==> config.mk <==
export PLATFORM = sky130hd
export DESIGN_NAME = drs_refresh_seq
export DESIGN_NICKNAME = d
export VERILOG_FILES = /design/src/rtl/drs_pkg.sv /design/src/rtl/drs_tick.sv /design/src/rtl/drs_pend.sv /design/src/rtl/drs_cbr.sv /design/src/rtl/drs_refresh_seq.sv
export SDC_FILE = /design/constraint.sdc
export NUM_CORES = 1
export LEC_CHECK = 0
export ABC_AREA = 1
export ABC_CLOCK_PERIOD_IN_PS = 2370
export BUFFER_PORTS_ARGS = -buffer_cell sky130_fd_sc_hd__buf_4
export CAP_MARGIN = 20
export CORE_UTILIZATION = 30
export CTS_CLUSTER_DIAMETER = 100
export DETAILED_ROUTE_END_ITERATION = 8
export GPL_TIMING_DRIVEN = 0
export PLACE_DENSITY = 0.45
export SYNTH_ARGS = -nofsm -noshare
export SYNTH_HDL_FRONTEND = slang
export SYNTH_SLANG_ARGS = --single-unit
export TNS_END_PERCENT = 20
==> constraint.sdc <==
create_clock -name clk -period 2.37 [get_ports clk]
set_clock_uncertainty 0.05 [all_clocks]
set_input_delay 0.237 -clock clk [delete_from_list [all_inputs] [get_ports clk]]
set_output_delay 0.237 -clock clk [all_outputs]
set_load 0.02 [all_outputs]
==> src/rtl/drs_pkg.sv <==
package drs_pkg;

   typedef enum logic [1:0] {
      M_PWRUP = 2'd0,
      M_WAKE  = 2'd1,
      M_RUN   = 2'd2
   } mode_t;

   typedef enum logic [1:0] {
      P_IDLE  = 2'd0,
      P_SETUP = 2'd1,
      P_ACT   = 2'd2,
      P_PRE   = 2'd3
   } phase_t;

   // Round a duration in ns up to whole clock cycles, never below one.
   function automatic int unsigned ns_to_clk(input int unsigned ns, input int unsigned clk_khz);
      longint unsigned prod;
      longint unsigned cyc;
      prod = longint'(ns) * longint'(clk_khz);
      cyc  = (prod + 64'd999999) / 64'd1000000;
      if (cyc == 0) cyc = 1;
      return int'(cyc);
   endfunction

endpackage

==> src/rtl/drs_tick.sv <==
module drs_tick #(
   parameter int unsigned PERIOD = 16
) (
   input  logic clk,
   input  logic rst_n,
   input  logic en,
   output logic tick
);
   localparam int W = (PERIOD > 1) ? $clog2(PERIOD) : 1;
   localparam logic [W-1:0] LAST = W'(PERIOD - 1);

   if (PERIOD < 2) begin : g_bad_period
      $error("drs_tick: PERIOD must be at least 2");
   end

   logic [W-1:0] cnt;

   always_ff @(posedge clk) begin
      if (!rst_n)          cnt <= '0;
      else if (!en)        cnt <= '0;
      else if (cnt == LAST) cnt <= '0;
      else                 cnt <= cnt + 1'b1;
   end

   assign tick = en && (cnt == LAST);
endmodule

==> src/rtl/drs_pend.sv <==
module drs_pend #(
   parameter int unsigned MAXP = 4
) (
   input  logic clk,
   input  logic rst_n,
   input  logic clr,
   input  logic inc,
   input  logic dec,
   output logic full,
   output logic nz,
   output logic ovf
);
   localparam int W = $clog2(MAXP + 1);
   localparam logic [W-1:0] LIM = W'(MAXP);

   if (MAXP < 1) begin : g_bad_maxp
      $error("drs_pend: MAXP must be at least 1");
   end

   logic [W-1:0] cnt;

   assign full = (cnt == LIM);
   assign nz   = (cnt != '0);
   assign ovf  = inc && full && !dec;

   always_ff @(posedge clk) begin
      if (!rst_n || clr)               cnt <= '0;
      else if (inc && !dec && !full)   cnt <= cnt + 1'b1;
      else if (dec && !inc && nz)      cnt <= cnt - 1'b1;
   end
endmodule

==> src/rtl/drs_cbr.sv <==
module drs_cbr
   import drs_pkg::*;
#(
   parameter int unsigned CSR_C = 2,
   parameter int unsigned CHR_C = 2,
   parameter int unsigned RAS_C = 5,
   parameter int unsigned PRE_C = 3
) (
   input  logic clk,
   input  logic rst_n,
   input  logic start,
   output logic ras_n,
   output logic cas_lo_n,
   output logic busy,
   output logic done
);
   localparam int unsigned MX1 = (CSR_C > RAS_C) ? CSR_C : RAS_C;
   localparam int unsigned MXC = (MX1 > PRE_C) ? MX1 : PRE_C;
   localparam int CW = $clog2(MXC + 1);
   localparam logic [CW-1:0] CAS_REL = CW'(RAS_C - CHR_C);

   if (CHR_C >= RAS_C) begin : g_bad_hold
      $error("drs_cbr: CAS hold must end before RAS rises");
   end

   phase_t        phase;
   logic [CW-1:0] cnt;

   always_ff @(posedge clk) begin
      if (!rst_n) begin
         phase <= P_IDLE;
         cnt   <= '0;
      end else begin
         unique case (phase)
            P_IDLE: if (start) begin
               phase <= P_SETUP;
               cnt   <= CW'(CSR_C - 1);
            end
            P_SETUP: if (cnt == '0) begin
               phase <= P_ACT;
               cnt   <= CW'(RAS_C - 1);
            end else cnt <= cnt - 1'b1;
            P_ACT: if (cnt == '0) begin
               phase <= P_PRE;
               cnt   <= CW'(PRE_C - 1);
            end else cnt <= cnt - 1'b1;
            P_PRE: if (cnt == '0) phase <= P_IDLE;
                   else cnt <= cnt - 1'b1;
            default: phase <= P_IDLE;
         endcase
      end
   end

   assign ras_n    = (phase != P_ACT);
   assign cas_lo_n = !((phase == P_SETUP) || ((phase == P_ACT) && (cnt >= CAS_REL)));
   assign busy     = (phase != P_IDLE);
   assign done     = (phase == P_PRE) && (cnt == '0);
endmodule

==> src/rtl/drs_refresh_seq.sv <==
module drs_refresh_seq
   import drs_pkg::*;
#(
   parameter int unsigned CLK_KHZ   = 125000,
   parameter int unsigned PWRUP_US  = 200,
   parameter int unsigned WAKE_CNT  = 8,
   parameter int unsigned ROWS      = 512,
   parameter int unsigned RETAIN_US = 8000,
   parameter int unsigned TCSR_NS   = 10,
   parameter int unsigned TCHR_NS   = 10,
   parameter int unsigned TRAS_NS   = 35,
   parameter int unsigned TRP_NS    = 20,
   parameter int unsigned TRC_NS    = 60,
   parameter int unsigned MAX_PEND  = 4,
   parameter int unsigned NCAS      = 4
) (
   input  logic            clk,
   input  logic            rst_n,
   input  logic            host_req,
   output logic            host_gnt,
   output logic            ready,
   output logic            rfsh_busy,
   output logic            ras_n,
   output logic [NCAS-1:0] cas_n
);
   localparam longint unsigned PW_L  = longint'(PWRUP_US) * longint'(CLK_KHZ) / 64'd1000;
   localparam longint unsigned IV_L  = longint'(RETAIN_US) * longint'(CLK_KHZ) / 64'd1000 / longint'(ROWS);
   localparam int unsigned PWRUP_C   = int'(PW_L);
   localparam int unsigned INTV_C    = int'(IV_L);
   localparam int unsigned CSR_C     = ns_to_clk(TCSR_NS, CLK_KHZ);
   localparam int unsigned CHR_C     = ns_to_clk(TCHR_NS, CLK_KHZ);
   localparam int unsigned RAS_C     = ns_to_clk(TRAS_NS, CLK_KHZ);
   localparam int unsigned TRC_C     = ns_to_clk(TRC_NS, CLK_KHZ);
   localparam int unsigned TRP_C     = ns_to_clk(TRP_NS, CLK_KHZ);
   localparam int unsigned PRE_C     = (TRC_C > RAS_C + TRP_C) ? (TRC_C - RAS_C) : TRP_C;
   localparam int          WW        = $clog2(WAKE_CNT + 1);

   if (WAKE_CNT < 1) begin : g_bad_wake
      $error("drs_refresh_seq: WAKE_CNT must be at least 1");
   end
   if (INTV_C < CSR_C + RAS_C + PRE_C + 2) begin : g_bad_intv
      $error("drs_refresh_seq: refresh slot shorter than one refresh cycle");
   end
   if (NCAS < 1) begin : g_bad_ncas
      $error("drs_refresh_seq: NCAS must be at least 1");
   end

   mode_t          mode;
   logic [WW-1:0]  wake_left;
   logic           pw_tick, iv_tick;
   logic           p_full, p_nz, p_ovf;
   logic           eng_start, eng_busy, eng_done, cas_lo_n;
   logic           can_issue, want_rf, gnt_set;

   drs_tick #(.PERIOD(PWRUP_C)) u_pwr (
      .clk(clk), .rst_n(rst_n), .en(mode == M_PWRUP), .tick(pw_tick)
   );

   drs_tick #(.PERIOD(INTV_C)) u_intv (
      .clk(clk), .rst_n(rst_n), .en(mode == M_RUN), .tick(iv_tick)
   );

   drs_pend #(.MAXP(MAX_PEND)) u_pend (
      .clk(clk), .rst_n(rst_n), .clr(mode != M_RUN),
      .inc(iv_tick), .dec(eng_done && (mode == M_RUN)),
      .full(p_full), .nz(p_nz), .ovf(p_ovf)
   );

   drs_cbr #(.CSR_C(CSR_C), .CHR_C(CHR_C), .RAS_C(RAS_C), .PRE_C(PRE_C)) u_cbr (
      .clk(clk), .rst_n(rst_n), .start(eng_start),
      .ras_n(ras_n), .cas_lo_n(cas_lo_n), .busy(eng_busy), .done(eng_done)
   );

   always_comb begin
      can_issue = !host_gnt && !eng_busy;
      want_rf   = p_full || (p_nz && !host_req);
      eng_start = can_issue &&
                  (((mode == M_WAKE) && (wake_left != '0)) ||
                   ((mode == M_RUN) && want_rf && !p_ovf));
      gnt_set   = can_issue && (mode == M_RUN) && !want_rf && host_req;
   end

   always_ff @(posedge clk) begin
      if (!rst_n) begin
         mode      <= M_PWRUP;
         wake_left <= '0;
         host_gnt  <= 1'b0;
      end else begin
         if (host_gnt && !host_req) host_gnt <= 1'b0;
         else if (gnt_set)          host_gnt <= 1'b1;

         unique case (mode)
            M_PWRUP: if (pw_tick) begin
               mode      <= M_WAKE;
               wake_left <= WW'(WAKE_CNT);
            end
            M_WAKE: begin
               if (eng_start) wake_left <= wake_left - 1'b1;
               if ((wake_left == '0) && !eng_busy) mode <= M_RUN;
            end
            M_RUN: if (p_ovf) begin
               mode      <= M_WAKE;
               wake_left <= WW'(WAKE_CNT);
            end
            default: mode <= M_PWRUP;
         endcase
      end
   end

   assign ready     = (mode == M_RUN);
   assign rfsh_busy = eng_busy;

   for (genvar i = 0; i < NCAS; i++) begin : g_cas
      assign cas_n[i] = cas_lo_n;
   end
endmodule

# Yosys cells after proc, flatten, opt, wreduce, memory -nomap -nowiden
# Cells that the tools add are included.
# word_totals
reg_bits,41
in_bits,3
output_inout_bits,8
elab_cells,109
# op_classes
add_sub_neg,6
n_lt_le_gt_ge,1
n_eq_ne,19
mux,20
bitwise,3
reduce_logical,52
# op_table
op,count
1-bit logical AND,22
3-bit 2-to-1 mux,6
"15-bit by 1-bit adder with 15-bit output, second input constant",1
"15-bit equality test, second input constant",1
2-bit 2-to-1 mux,7
"2-bit inequality test, second input constant",7
4-bit 2-to-1 mux,3
3-bit case mux with 4 select lines,1
4-bit case mux with 3 select lines,1
"11-bit by 1-bit adder with 11-bit output, second input constant",1
"11-bit equality test, second input constant",1
1-bit zero test,10
"2-bit by 1-bit inequality test with 1-bit output, second input constant",4
2-bit case mux with 4 select lines,1
4-bit AND reduction,2
"2-bit equality test, second input constant",3
2-bit case mux with 3 select lines,1
3-bit nonzero test,2
3-bit OR reduction,2
"3-bit by 1-bit subtractor with 3-bit output, second input constant",2
"2-bit by 1-bit equality test with 1-bit output, second input constant",2
2-bit zero test,2
4-bit zero test,1
1-bit logical OR,4
other kinds (11),14

# Longest topological paths before layout
# depth
word_depth,11
depth_mapped,15
mapped_depth_nobuf,15

# Cells and area by module
# From an unflattened synthesis, not the netlist that was laid out.
# unflattened
hier_cells,377
hier_area_um2,2612.5
# modules_own_cells
module,instances,cells_per_inst,area_per_inst_um2,seq_area_each_um2
drs_tick (u_pwr),1,132,863.3,300.3
drs_tick (u_intv),1,77,585.6,220.2
drs_refresh_seq,1,70,493.0,140.1
drs_cbr,1,64,454.2,100.1
drs_pend,1,34,216.5,60.1

# Worst setup path after synthesis
# Ideal clock, no wire load.
# synth_timing
path_kind,reg-to-reg
from,reg u_cbr.cnt[0]
to,reg u_pend.cnt[2]
setup_ns,0.119
t_arrival_ns,1.867
t_required_ns,2.201
setup_slack_ns,0.333
path_stages_with_launch,14
n_path_buf,0
synth_period_minus_slack_ns,2.037
path_cell_list,dfxtp_1 -> inv_1 -> ha_1 -> inv_1 -> nor2_1 -> nand2_1 -> nand2_1 -> inv_1 -> nand3b_1 -> fa_1 -> o21ai_0 -> inv_1 -> o21ai_0 -> a21oi_1
# synth_between
elab_chain_cells,7
word_cells_on_any_way,10
cone_classes,mux (1); reduce/logical (9)
# synth_rtl
item,line,rtl
"start, declared",drs_cbr.sv:27,logic [CW-1:0] cnt;
"start signal, assigned",drs_cbr.sv:37,cnt <= CW'(CSR_C - 1);
"start signal, assigned",drs_cbr.sv:41,cnt <= CW'(RAS_C - 1);
"start signal, assigned",drs_cbr.sv:42,end else cnt <= cnt - 1'b1;
3-bit zero test *,drs_cbr.sv:57,assign done = (phase == P_PRE) && (cnt == '0);
1-bit logical AND *,drs_cbr.sv:57,
1-bit logical AND *,drs_refresh_seq.sv:65,".inc(iv_tick), .dec(eng_done && (mode == M_RUN)),"
1-bit zero test,drs_pend.sv:28,else if (inc && !dec && !full) cnt <= cnt + 1'b1;
1-bit logical AND (2 in series),drs_pend.sv:28,
3-bit 2-to-1 mux / 2-bit nonzero test (equally long branches),--,
"end signal, assigned",drs_pend.sv:28,
"end signal, assigned",drs_pend.sv:29,else if (dec && !inc && nz) cnt <= cnt - 1'b1;
"end, declared",drs_pend.sv:20,logic [W-1:0] cnt;
# Every way passes the cells marked *; elsewhere a longest branch is shown, timed or not.
# A chain may end at the register's enable or synchronous reset.

# Worst setup path in the final report
# Ends and elaborated chain as after synthesis.

==> flow_metrics.env <==
export IMPL_post_place_ws_ps=161
export IMPL_die_w_um=88.5
export IMPL_cp_end_kind="flip-flop"
export IMPL_die_h_um=88.5
export IMPL_maxCapViolations=0
export IMPL_crit_path_start_kind="flip-flop"
export IMPL_cp_data_arrival_time_ps=2280
export IMPL_hold_viol_final=0
export IMPL_grt_overflow=0
export IMPL_setup_slack_ps=209
export IMPL_final_cell_area_um2=2530
export IMPL_start_util=0.309
export IMPL_slew_viol_final=0
export IMPL_synth_area_per_cell_um2=7.03
export IMPL_post_cts_repair_setup_buffers=0
export IMPL_p_leak_nw=1.02
export IMPL_core_area_um2=7250
export IMPL_path_buf_inv=4
export IMPL_antennaDiodeCount=0
export IMPL_whs_path_depth=3
export IMPL_hold_end="host_gnt"
export IMPL_cts_tree="built"
export IMPL_drcViolationCount=0
export IMPL_port_buffers=9
export IMPL_cpMaxStageDelayCell="fa_2"
export IMPL_clock_sinks=41
export IMPL_pwr_density_cell_nw_per_um2=585
export IMPL_fillers=785
export IMPL_cp_common_cell="inv_1"
export IMPL_place_area_um2=2430
export IMPL_fin_nets=350
export IMPL_fmax_ghz=0.463
export IMPL_cts_resized=0
export IMPL_io_pins=11
export IMPL_ys_warn_count=0
export IMPL_tightest_slew_ps=503
export IMPL_syn_inst=319
export IMPL_cts_buffers=5
export IMPL_layout_common_cells="inv_1 (52), nand2_1 (47), nor2_1 (47)"
export IMPL_clkTransAtPathRegs_ps=90
export IMPL_max_slew_margin=0.664
export IMPL_grt_pass1_wl_um=7000
export IMPL_ys_seq_elements=41
export IMPL_drtPass1Iterations=4
export IMPL_synth_nets=334
export IMPL_critPathMaxStageDelay_ps=380
export IMPL_holdBufCountCts=0
export IMPL_rsz0062_at_grt="no"
export IMPL_setup_viol=0
export IMPL_worstPathRequired_ps=2490
export IMPL_rr_endpoint="u_pend.cnt[2]"
export IMPL_reg2reg_depth=13
export IMPL_clockRootBuffer="clkbuf_8"
export IMPL_die_area_um2=7820
export IMPL_hp_start="host_req"
export IMPL_antenna_found_initial=0
export IMPL_via_count=1867
export IMPL_gp_congestion=0.765
export IMPL_worst_r2r_startpoint="u_cbr.cnt[0]"
export IMPL_setup_tns_ps=0
export IMPL_hp_class="in2reg"
export IMPL_cts_max_level=2
export IMPL_routedWlPerCell_um=9.31
export IMPL_grt_usage=0.114
export IMPL_grt_max_degree=13
export IMPL_fin_crit_ps=2160
export IMPL_period_share=0.912
export IMPL_ant_nets=0
export IMPL_irDropWorstVdd_v=0.000176
export IMPL_critPathKind="reg2reg"
export IMPL_ys_seq_area_frac=0.366
export IMPL_synthDistinctLibCells=31
export IMPL_avgViaCountPerCell=4.30
export IMPL_status="finished, final reports clean"
export IMPL_rrSetupSlack_ps=210
export IMPL_critical_path_cell_chain="inv_1 > ha_1 > inv_1 > nor2_1 > nand2_2 > nand2_1 > inv_1 > nand3b_1 > fa_2 > o21ai_0 > inv_1 > o21ai_0 > a21oi_1"
export IMPL_netlist_area_um2=2240
export IMPL_cts_buffer_depth=2
export IMPL_cp_max_fo=6
export IMPL_clk_insertion_delay_late_ps=290
export IMPL_grt_pass1_vias=1617
export IMPL_drt_iter0_markers=52
export IMPL_wl_um=4040
export IMPL_drive_gt1_frac=0.119
export IMPL_area_growth_pct=12.9
export IMPL_place_hpwl_um=3120
export IMPL_row_count=31
export IMPL_mostFrequentLayoutCell="inv_1"
export IMPL_crit_family="adder cells"
Yosys cell counts:
cell | instances | share of area
or2_2 | 1 | 0.0028
dfxtp_1 | 41 | 0.37
a31oi_1 | 1 | 0.0028
nor2_2 | 2 | 0.0056
buf_4 | 4 | 0.013
nor4_1 | 1 | 0.0028
ha_1 | 11 | 0.061
clkbuf_1 | 1 | 0.0017
nand2_1 | 48 | 0.080
xor2_1 | 5 | 0.020
nand3_2 | 3 | 0.013
xnor2_1 | 1 | 0.0039
nand3_1 | 24 | 0.054
fa_1 | 1 | 0.0089
o31ai_1 | 1 | 0.0033
nor2_4 | 3 | 0.015
inv_1 | 52 | 0.087
nor3_1 | 11 | 0.025
o21ai_0 | 14 | 0.031
nand4_2 | 1 | 0.0056
nor2_1 | 48 | 0.080
o21bai_1 | 2 | 0.0067
or2_0 | 1 | 0.0028
a21oi_1 | 25 | 0.056
o21a_1 | 1 | 0.0033
nand4_1 | 4 | 0.011
nand3b_1 | 2 | 0.0067
a21oi_2 | 1 | 0.0039
buf_2 | 2 | 0.0045
nor3b_1 | 4 | 0.013
nand2_2 | 3 | 0.0084
metrics by stage:
step | total power, W | hold WS [ps] | utilization | instances
finish | 0.00148 | 154 | 0.349 | 434
global placement | 0.00103 | 398 | 0.336 | 427
detailed placement | 0.00103 | 403 | 0.336 | 427
floorplan | 0.000947 | 326 | - | 319
CTS | 0.00151 | 147 | 0.348 | 434
global route | 0.00159 | 166 | 0.349 | 434
kinds of logic after synthesis:
group,Yosys count,share of synthesized area
AOI/OAI and AO/OA,45,0.107
DFF,41,0.366
xor gates and xnor gates,6,0.0234
buffers and inverters,59,0.107
and+or+nand+nor,156,0.326
adders and majority gates,12,0.0703
worst register-to-register path: stages, from the launching register on:
cell and delay (ps):
dfxtp_1 350, inv_1 90, ha_1 220, inv_1 70
nor2_1 60, nand2_2 120, nand2_1 60, inv_1 70
nand3b_1 160, fa_2 380, o21ai_0 160, inv_1 60
o21ai_0 140, a21oi_1 50
metal layers:
layer	global-route usage	vias up	wire length (um)
li1	-	1050	-
met1	0.151	805	2130
met4	0.0484	0	59
met5	0	-	0
met3	0.0280	5	67
met2	0.178	7	1780
cell type report:
cell class	instances	area (um2)	share of cell area
multi-input cells	219	1190	0.470
flip-flops and latches	41	822	0.325
inverters	52	195	0.0771
well taps	99	124	0.0489
clock buffers	6	82.6	0.0326
repair buffers	9	67.6	0.0267
plain buffers	7	43.8	0.0173
clock inverters	1	7.51	0.00296
registers in the layout, indices dropped and copies added, names as in the netlist:
signal / flops
host_gnt: 1
wake_left: 4
u_pend.cnt: 3
u_pwr.cnt: 15
mode: 2
u_cbr.cnt: 3
u_intv.cnt: 11
u_cbr.phase: 2
worst max path at each step:
stage	from	endpoint	slack, ps	cells past startpoint
after CTS	u_cbr.cnt[0]	u_pend.cnt[2]	100	13
after floorplan	u_cbr.cnt[0]	u_pend.cnt[2]	330	13
after global placement	u_cbr.cnt[1]	u_pend.cnt[2]	120	13
after global routing	u_cbr.cnt[0]	u_pend.cnt[2]	20	13
after detailed placement	u_cbr.cnt[0]	u_pend.cnt[2]	160	13
final	u_cbr.cnt[0]	u_pend.cnt[2]	210	13
power by group:
group | total (W) | internal [W] | switching [W] | leakage (nW)
Clock | 0.000470 | 0.000230 | 0.000239 | 0.0433
Sequential | 0.000721 | 0.000706 | 0.0000152 | 0.331
Combinational | 0.000290 | 0.000120 | 0.000170 | 0.648
No activity file was read; power rests on OpenSTA's default activity.
